**src/rtl/ufr_pkg.sv**
```systemverilog
package ufr_pkg;

    // Event outputs produced at a frame boundary.
    typedef struct packed {
        logic sof;
        logic fn_ovf;
    } frame_evt_t;

    // Default largest-packet limit derived from an interval value.
    function automatic int lp_default(input int ivl);
        if (ivl > 210)
            return (6 * (ivl - 210)) / 7;
        else
            return 0;
    endfunction

    localparam int LP_LSB = 16;

endpackage

```
**src/rtl/ufr_cfg_reg.sv**
```systemverilog
module ufr_cfg_reg
    import ufr_pkg::*;
#(
    parameter int IVL_W   = 14,
    parameter int LP_W    = 15,
    parameter int DEF_IVL = 11999
) (
    input  logic             clk,
    input  logic             rst,
    input  logic             we,
    input  logic [31:0]      wdata,
    output logic [IVL_W-1:0] ivl,
    output logic [LP_W-1:0]  lp,
    output logic [31:0]      rdata
);
    localparam int DEF_LP = lp_default(DEF_IVL);

    always_ff @(posedge clk) begin
        if (rst) begin
            ivl <= IVL_W'(DEF_IVL);
            lp  <= LP_W'(DEF_LP);
        end else if (we) begin
            ivl <= wdata[IVL_W-1:0];
            lp  <= wdata[LP_LSB +: LP_W];
        end
    end

    assign rdata = (32'(lp) << LP_LSB) | 32'(ivl);
endmodule

```
**src/rtl/ufr_down_counter.sv**
```systemverilog
module ufr_down_counter #(
    parameter int IVL_W   = 14,
    parameter int DEF_IVL = 11999
) (
    input  logic             clk,
    input  logic             rst,
    input  logic             tick,
    input  logic [IVL_W-1:0] reload_val,
    output logic [IVL_W-1:0] remain,
    output logic             wrap
);
    assign wrap = tick && (remain == '0);

    always_ff @(posedge clk) begin
        if (rst)
            remain <= IVL_W'(DEF_IVL);
        else if (wrap)
            remain <= reload_val;
        else if (tick)
            remain <= remain - 1'b1;
    end
endmodule

```
**src/rtl/ufr_frame_num.sv**
```systemverilog
module ufr_frame_num
    import ufr_pkg::*;
#(
    parameter int FN_W = 16
) (
    input  logic            clk,
    input  logic            rst,
    input  logic            wrap,
    output logic [FN_W-1:0] frame_num,
    output frame_evt_t      evt
);
    logic [FN_W-1:0] fn_next;
    assign fn_next = frame_num + 1'b1;

    always_ff @(posedge clk) begin
        if (rst) begin
            frame_num <= '0;
            evt       <= '0;
        end else begin
            evt.sof    <= wrap;
            evt.fn_ovf <= wrap && (fn_next[FN_W-1] != frame_num[FN_W-1]);
            if (wrap)
                frame_num <= fn_next;
        end
    end
endmodule

```
**src/rtl/usb_frame_timer.sv**
```systemverilog
module usb_frame_timer
    import ufr_pkg::*;
#(
    parameter int IVL_W   = 14,
    parameter int LP_W    = 15,
    parameter int FN_W    = 16,
    parameter int DEF_IVL = 11999
) (
    input  logic             clk,
    input  logic             rst,
    input  logic             bit_en,
    input  logic             run,
    input  logic             cfg_we,
    input  logic [31:0]      cfg_wdata,
    output logic [31:0]      cfg_rdata,
    output logic [IVL_W-1:0] remain,
    output logic [FN_W-1:0]  frame_num,
    output logic             sof_pulse,
    output logic             sof_token_req,
    output logic             fn_ovf_pulse,
    output logic             pkt_fits
);
    localparam int CMP_W = (IVL_W > LP_W) ? IVL_W : LP_W;

    logic [IVL_W-1:0] ivl;
    logic [LP_W-1:0]  lp;
    logic             tick;
    logic             wrap;
    frame_evt_t       evt;

    assign tick = run & bit_en;

    ufr_cfg_reg #(.IVL_W(IVL_W), .LP_W(LP_W), .DEF_IVL(DEF_IVL)) u_cfg (
        .clk(clk), .rst(rst), .we(cfg_we), .wdata(cfg_wdata),
        .ivl(ivl), .lp(lp), .rdata(cfg_rdata)
    );

    ufr_down_counter #(.IVL_W(IVL_W), .DEF_IVL(DEF_IVL)) u_cnt (
        .clk(clk), .rst(rst), .tick(tick), .reload_val(ivl),
        .remain(remain), .wrap(wrap)
    );

    ufr_frame_num #(.FN_W(FN_W)) u_fn (
        .clk(clk), .rst(rst), .wrap(wrap),
        .frame_num(frame_num), .evt(evt)
    );

    assign sof_pulse     = evt.sof;
    assign sof_token_req = evt.sof;
    assign fn_ovf_pulse  = evt.fn_ovf;
    assign pkt_fits      = CMP_W'(remain) >= CMP_W'(lp);
endmodule

```
**config.mk**
```make
export PLATFORM = sky130hd
export DESIGN_NAME = usb_frame_timer
export DESIGN_NICKNAME = d
export VERILOG_FILES = /design/src/rtl/ufr_pkg.sv /design/src/rtl/ufr_cfg_reg.sv /design/src/rtl/ufr_down_counter.sv /design/src/rtl/ufr_frame_num.sv /design/src/rtl/usb_frame_timer.sv
export SDC_FILE = /design/constraint.sdc
export NUM_CORES = 1
export LEC_CHECK = 0
export CAP_MARGIN = 20
export CORE_MARGIN = 3
export CORE_UTILIZATION = 25
export DETAILED_ROUTE_END_ITERATION = 8
export PLACE_DENSITY = 0.55
export SLEW_MARGIN = 20
export SYNTH_ARGS = -nofsm -noshare
export SYNTH_HDL_FRONTEND = slang
export SYNTH_HIERARCHICAL = 1
export SYNTH_SLANG_ARGS = --single-unit
```
**constraint.sdc**
```tcl
create_clock -name clk -period 3.9 [get_ports clk]
set_input_delay 0.39 -clock clk [delete_from_list [all_inputs] [get_ports clk]]
set_output_delay 0.39 -clock clk [all_outputs]
set_load 0.02 [all_outputs]
```
==> results of run 1 <==
## registers in the layout, summed over array words and instances, names as in the netlist
| signal | cells |
|---|---|
| u_cfg/ivl | 14 |
| u_cfg/lp | 15 |
| u_cnt/remain | 14 |
| u_fn/evt | 2 |
| u_fn/frame_num | 16 |
## layer usage
layer  share of wire [%]  wire (um)  vias to the layer above  global-route usage [%]
li1                    -          -                     1489                       -
met1                  47       4370                     1408                    16.3
met2                  44       4090                       89                    18.7
met3                 6.5        601                       11                    3.95
met4                 1.7        154                        0                    4.86
met5                   0          0                        -                       0
## kinds of logic (layout without fill, tap and decap cells)
logic type	after synthesis	in the layout	share of synthesized area, %
AO/OA/AOI/OAI	87	87	16.7
XOR/XNOR	4	4	1.00
adder cells (fa/ha/maj)	17	17	6.09
buffers and inverters	75	138	13.9
flip-flops	61	61	35.0
multiplexers	18	18	5.30
other	1	3	0.107
AND/OR/NAND/NOR	132	132	21.9
## layout make-up
cell class | instances | area, um2
sequential | 61 | 1220
inverter | 23 | 86.3
timing repair buffer | 100 | 981
clock inverter | 2 | 35.0
tap | 176 | 220
fill | 1445 | 8880
clock buffer | 13 | 240
multi-input combinational | 261 | 1790
## power by group through the flow
stage	clock network [mW]	logic (mW)	registers, mW
floorplan	0	0.152	0.678
global placement	0	0.218	0.683
detailed placement	0	0.222	0.684
CTS	0.789	0.223	0.671
global route	0.814	0.242	0.675
finish	0.761	0.219	0.671
## cells in the mapped netlist (all sizes together), types with 6 or more instances
library cell,count
dfxtp,61
buf,47
nor2,30
a21oi,25
nor2b,24
inv,22
nand2,21
a211o,20
o21ai,19
ha,17
mux2i,14
nand3,9
nand4,9
nor3,8
a21o,6
nor4,6
## worst paths after layout
kind | from | endpoint | slack (ns) | depth (start not counted)
setup / recovery | u_cnt/remain[0]$_SDFFE_PP1P_ | pkt_fits | 1.20 | 7
hold / removal | u_cfg/lp[7]$_SDFFE_PP0P_ | u_cfg/lp[7]$_SDFFE_PP0P_ | 0.52 | 2
setup reg to reg | u_cnt/remain[0]$_SDFFE_PP1P_ | u_fn/frame_num[15]$_SDFFE_PP0P_ | 1.27 | 7
hold reg to reg | u_cfg/lp[7]$_SDFFE_PP0P_ | u_cfg/lp[7]$_SDFFE_PP0P_ | 0.52 | 2
## per-stage QoR
stage | instance area (um2) | utilization [%] | power [mW]
after floorplan | 3500 | - | 0.830
after global placement | 4300 | 32.0 | 0.901
after detailed placement | 4300 | 32.0 | 0.906
after CTS | 4580 | 34.0 | 1.68
after global routing | 4580 | 34.0 | 1.73
final | 4580 | 34.0 | 1.65
## worst max-delay path, delay by kind of cell (launching register included)
kind	cells	cell delay (ns)
buf+inv	2	0.68
compound gates	3	0.59
flops	1	0.40
fa+ha+maj	1	0.19
simple gates	1	0.12
==> results by group, run 1 <==
Outcome
  – Status: completed

Timing
  – Final min period: 2.70 ns
  – Period utilisation layout: 69.2%
  – Final setup TNS: 0 ns
  – Max-slew violation count: 0
  – Fmax: 0.370 GHz
  – RSZ-0062 raised after global routing: no
  – Fin. Hold Viols: 0
  – Hold WS: 0.519 ns
  – Slew of the pin with the lowest slew margin: 0.937 ns
  – Max Clock Skew: 0.00640 ns
  – Rel. slew slack: 37.5%
  – Final WS setup: 1.20 ns
  – Finish-stage setup viols: 0

Worst setup path
  – Critical-path top delay cell: clkdlybuf4s50_1
  – CP max stage delay: 0.62 ns
  – CP Capture Type: primary output
  – CP Cell Sequence: inv_1 > ha_1 > nor2b_1 > o21ai_0 > a21oi_1 > o21ai_1 > clkdlybuf4s50_1
  – Worst-path fanout max: 5
  – Crit path arrival time: 2.31 ns
  – Critical path class: flip-flop to primary output
  – CP Launch Type: flip-flop
  – Worst Path Required: 3.51 ns

Floorplan
  – Row cnt: 42
  – DIE WIDTH: 124 um
  – Initial core utilization: 26.0%
  – Core Box Area: 13500 um2
  – Chip height: 124 um
  – IO Count: 103
  – Die ar.: 15400 um2

Drt
  – Vias: 2997
  – Drt initial violations: 142
  – DRT antenna net count: 0
  – Pre-antenna DRT Iters: 5
  – DRC viols: 0
  – Total detailed-routing wirelength: 9.22 mm
  – Via/cell ratio: 4.71
  – Drt wl/cell: 14.5 um

Global routing
  – Initial antenna violation count: 0
  – Vias in the first global route: 2843
  – Largest net degree at the start of global routing: 49
  – First-pass GRT wire length: 14.6 mm
  – Global Route Usage Sum: 12.3%
  – Grt ovf: 0

Clock tree
  – H-tree levels: 3
  – CTS Hold Buffers Added: 0
  – # Post-CTS Setup Buffers: 0
  – Number of buffers created by CTS: 9
  – Cts repair resizes: 0
  – Clock Latency Late Sink: 0.33 ns
  – CTS Buffer Depth: 2
  – CTS tree: done
  – Clock-pin slew on the worst setup and hold paths: 0.05 ns
  – CTS sink count: 61
  – CTS root buf: clkbuf_16

Place
  – Half-perimeter wire length after placement: 6.62 mm
  – Placed insts: 621
  – Pre-CTS setup slack: 0.936 ns
  – I/O Buffers: 96
  – GP Congestion: 0.807

Yosys
  – Post-synth EDFFs: 0
  – Synth area leader: dfxtp_1
  – Synth area leaders: dfxtp_1, buf_4, ha_1
  – Avg Cell Area, Syn: 8.84 um2
  – Syn. warnings: 6
  – Yosys cell types: 56
  – Cells after Synth: 395
  – FFs w/ async S/R, synth: 0%
  – Mapped Area: 3490 um2
  – Synth top area share: 35.0%
  – Yosys reg bits: 61
  – Seq/Total Area, Yosys: 35.0%
  – Top FF cell, synth: dfxtp_1

Power
  – Sequential share of power: 40.6%
  – Logic gate share of total power: 13.3%
  – PD cells: 361 nW/um2
  – Clock power share: 46.1%
  – Leak: 1.80 nW
  – Peak VDD IR: 0.225 mV
  – Switch Pwr: 0.400 mW
  – Int Power: 1.25 mW
  – Sw Ratio: 24.2%

Min path
  – Hold Crit Class: flip-flop to flip-flop

Finish
  – Most frequent cells in the layout: clkdlybuf4s50_1, dfxtp_1, nor2_1
  – Final cell count without fillers: 636
  – Area Overhead vs Synth: 31.0%
  – Layout cells sized above 1: 7.39%
  – Layout Nets: 510
  – Antenna Cells: 0
  – Commonest non-fill, non-tap cell in the layout: clkdlybuf4s50_1

Run
  – Max_cap viols: 0
Power figures use the tool's default switching activity.
==> run 2: changes to the inputs <==
Settings changed: PLACE_DENSITY 0.55 to 0.56.
Clock period 3.9 ns to 2.3 ns, I/O delays scaled along.
==> run 2 against run 1 <==
Net effect: via count up 0.40%; clock skew up 0.00067 ns; worst hold slack worse by 0.16 ns; count of clock-buffer cells in the layout down 2; design area up 4.0%; wire length up 2.4%; critical path depth up 1; largest power group unchanged.
==> results by group, run 2 (same netlist as run 1, synthesis figures left out) <==
Worst setup path
  – Worst Path Required: 2.07 ns (-1.44 ns)
  – Crit path arrival time: 1.95 ns (-0.36 ns)
  – Critical path class: flip-flop to primary output
  – CP max stage delay: 0.38 ns (-0.24 ns)
  – Critical-path top delay cell: dfxtp_2
  – CP Cell Sequence: inv_1 > ha_1 > nor2b_1 > o21ai_0 > buf_4 > a21oi_2 > o21ai_1 > dlygate4sd2_1
  – Number of buffers and inverters on the critical path: 3 (+1)
  – CP delay by family, top: buffers and inverters
  – CP Capture Type: primary output
  – Worst-path fanout max: 5 (unchanged)
  – CP Launch Type: flip-flop

Power
  – Leak: 1.89 nW (+4.9%)
  – Sequential share of power: 37.9% (-2.7 points)
  – PD cells: 629 nW/um2 (+74%)
  – Sw Ratio: 24.2% (-0.072 points)
  – Switch Pwr: 0.723 mW (+81%)
  – Peak VDD IR: 0.312 mV (+39%)
  – Logic gate share of total power: 12.6% (-0.7 points)
  – Int Power: 2.27 mW (+82%)
  – Clock power share: 49.5% (+3.4 points)

Clock tree
  – H-tree levels: 3 (unchanged)
  – CTS Hold Buffers Added: 0 (unchanged)
  – CTS Buffer Depth: 2 (unchanged)
  – CTS root buf: clkbuf_16
  – CTS sink count: 61 (unchanged)
  – Number of buffers created by CTS: 9 (unchanged)
  – Clock Latency Late Sink: 0.33 ns (about the same)
  – CTS tree: done
  – Clock-pin slew on the worst setup and hold paths: 0.06 ns (about the same)

Timing
  – Fmax: 0.459 GHz
  – Period utilisation layout: 94.8%
  – Finish-stage setup viols: 0 (unchanged)
  – Hold WS: 0.361 ns (-0.158 ns)
  – Slew of the pin with the lowest slew margin: 0.534 ns (-0.403 ns)
  – Fin. Hold Viols: 0 (unchanged)
  – Rel. slew slack: 64.4% (+27 points)
  – RSZ-0062 raised after global routing: yes
  – Max Clock Skew: 0.00706 ns (+0.000666 ns)
  – Final min period: 2.18 ns
  – Final setup TNS: 0 ns (unchanged)
  – Max-slew violation count: 0 (unchanged)

Floorplan
  – Row cnt: 42 (unchanged)
  – Die ar.: 15400 um2 (unchanged)
  – Core Box Area: 13500 um2 (unchanged)
  – DIE WIDTH: 124 um (unchanged)
  – IO Count: 103 (unchanged)
  – Initial core utilization: 26.0% (unchanged)
  – Chip height: 124 um (unchanged)

Drt
  – DRT antenna net count: 0 (unchanged)
  – DRC viols: 0 (unchanged)
  – Vias: 3009 (+0.40%)
  – Drt wl/cell: 14.5 um (about the same)
  – Pre-antenna DRT Iters: 4 (-1)
  – Total detailed-routing wirelength: 9.44 mm (+2.4%)
  – Drt initial violations: 96 (-32%)
  – Via/cell ratio: 4.62 (-2.1%)

Outcome
  – Status: completed

Finish
  – Largest register FFs: 16 (unchanged)
  – Area Overhead vs Synth: 36.3%
  – Layout Nets: 525 (+2.9%)
  – Layout cells sized above 1: 13.0% (+5.6 points)
  – Most frequent cells in the layout: clkdlybuf4s50_1, dfxtp_1, nor2_1
  – Largest reg by FF count: u_fn/frame_num
  – Layout filler cell count: 1394 (-3.5%)
  – Antenna Cells: 0 (unchanged)
  – Commonest non-fill, non-tap cell in the layout: clkdlybuf4s50_1
  – Post-layout util: 35.4% (+1.4 points)
  – Top Registers: u_fn/frame_num x16, u_cfg/lp x15

Min path
  – Hold Crit Class: primary input to flip-flop

Global routing
  – Vias in the first global route: 2974 (+4.6%)
  – Global Route Usage Sum: 12.9% (+0.57 points)
  – Grt ovf: 0 (unchanged)
  – First-pass GRT wire length: 15.1 mm (+4.0%)
  – Largest net degree at the start of global routing: 36 (-27%)
  – Initial antenna violation count: 0 (unchanged)

Run
  – Max_cap viols: 0 (unchanged)

Place
  – Half-perimeter wire length after placement: 6.98 mm (+5.4%)
  – GP Congestion: 0.800 (-0.86%)
  – I/O Buffers: 96 (unchanged)
-- run 2: changes by cell type in the layout (fill, tap and decap cells not counted), sizes merged --
cell,before,now
bufinv,1,2
clkdlybuf4s50,94,93
dlygate4sd2,0,1
buf,6,21
clkbuf,13,11
clkinvlp,0,2
-- run 2: cell type report --
cell class	instances	area (um2)	area share [%]
inverter	23	86.3	1.81
clock buffer	11	243	5.10
sequential	61	1230	25.8
multi-input combinational	261	1810	38.0
timing repair buffer	115	1090	22.9
clock inverter	5	83.8	1.76
tap	176	220	4.63
-- run 2: stage by stage --
stage          instances  power [mW]  instance area [um2]  setup slack (ns)
3_3_place_gp         636        1.54                 4420            -0.128
4_1_cts              652        3.06                 4750            0.0189
3_5_place_dp         636        1.54                 4420            -0.185
6_report             652        2.99                 4760             0.120
5_1_grt              652        3.13                 4760           -0.0235
2_1_floorplan        397        1.41                 3520           0.00719
-- run 2: power by group through the flow --
stage	Combinational, mW	Sequential, mW	Clock, mW
after floorplan	0.258	1.15	0
after global placement	0.377	1.16	0
after detailed placement	0.384	1.16	0
after CTS	0.382	1.14	1.54
after global routing	0.416	1.14	1.57
final	0.376	1.14	1.48
-- run 2: worst register-to-register path, delay by kind of cell (launching register included) --
kind / cells / cell delay [ns]
AND/OR/NAND/NOR: 4 / 0.96
buffers and inverters: 2 / 0.23
multiplexers: 1 / 0.35
adder cells (fa/ha/maj): 1 / 0.20
flip-flops: 1 / 0.34
-- run 2: worst paths after layout --
check	from	endpoint	slack, ns	cells after the start
worst max-delay path	u_cnt/remain[0]$_SDFFE_PP1P_	pkt_fits	0.12	8
worst min-delay path	rst	u_fn/frame_num[4]$_SDFFE_PP0P_	0.36	2
worst max register to register	u_cnt/remain[1]$_SDFFE_PP1P_	u_fn/frame_num[12]$_SDFFE_PP0P_	0.13	8
worst min register to register	u_fn/frame_num[14]$_SDFFE_PP0P_	u_fn/evt[0]$_SDFF_PP0_	0.52	2
-- run 2: per-layer routing --
layer	vias up	GRT usage, %	routed length [um]
met3	10	3.95	670
met4	0	5.34	143
met2	88	20.0	4260
met5	-	0	0
met1	1391	16.6	4370
li1	1520	-	-
-- run 2: timing repair --
item                       CTS  global route
gates resized for setup      1             3
setup buffers                0             0
setup endpoints to repair    1            10
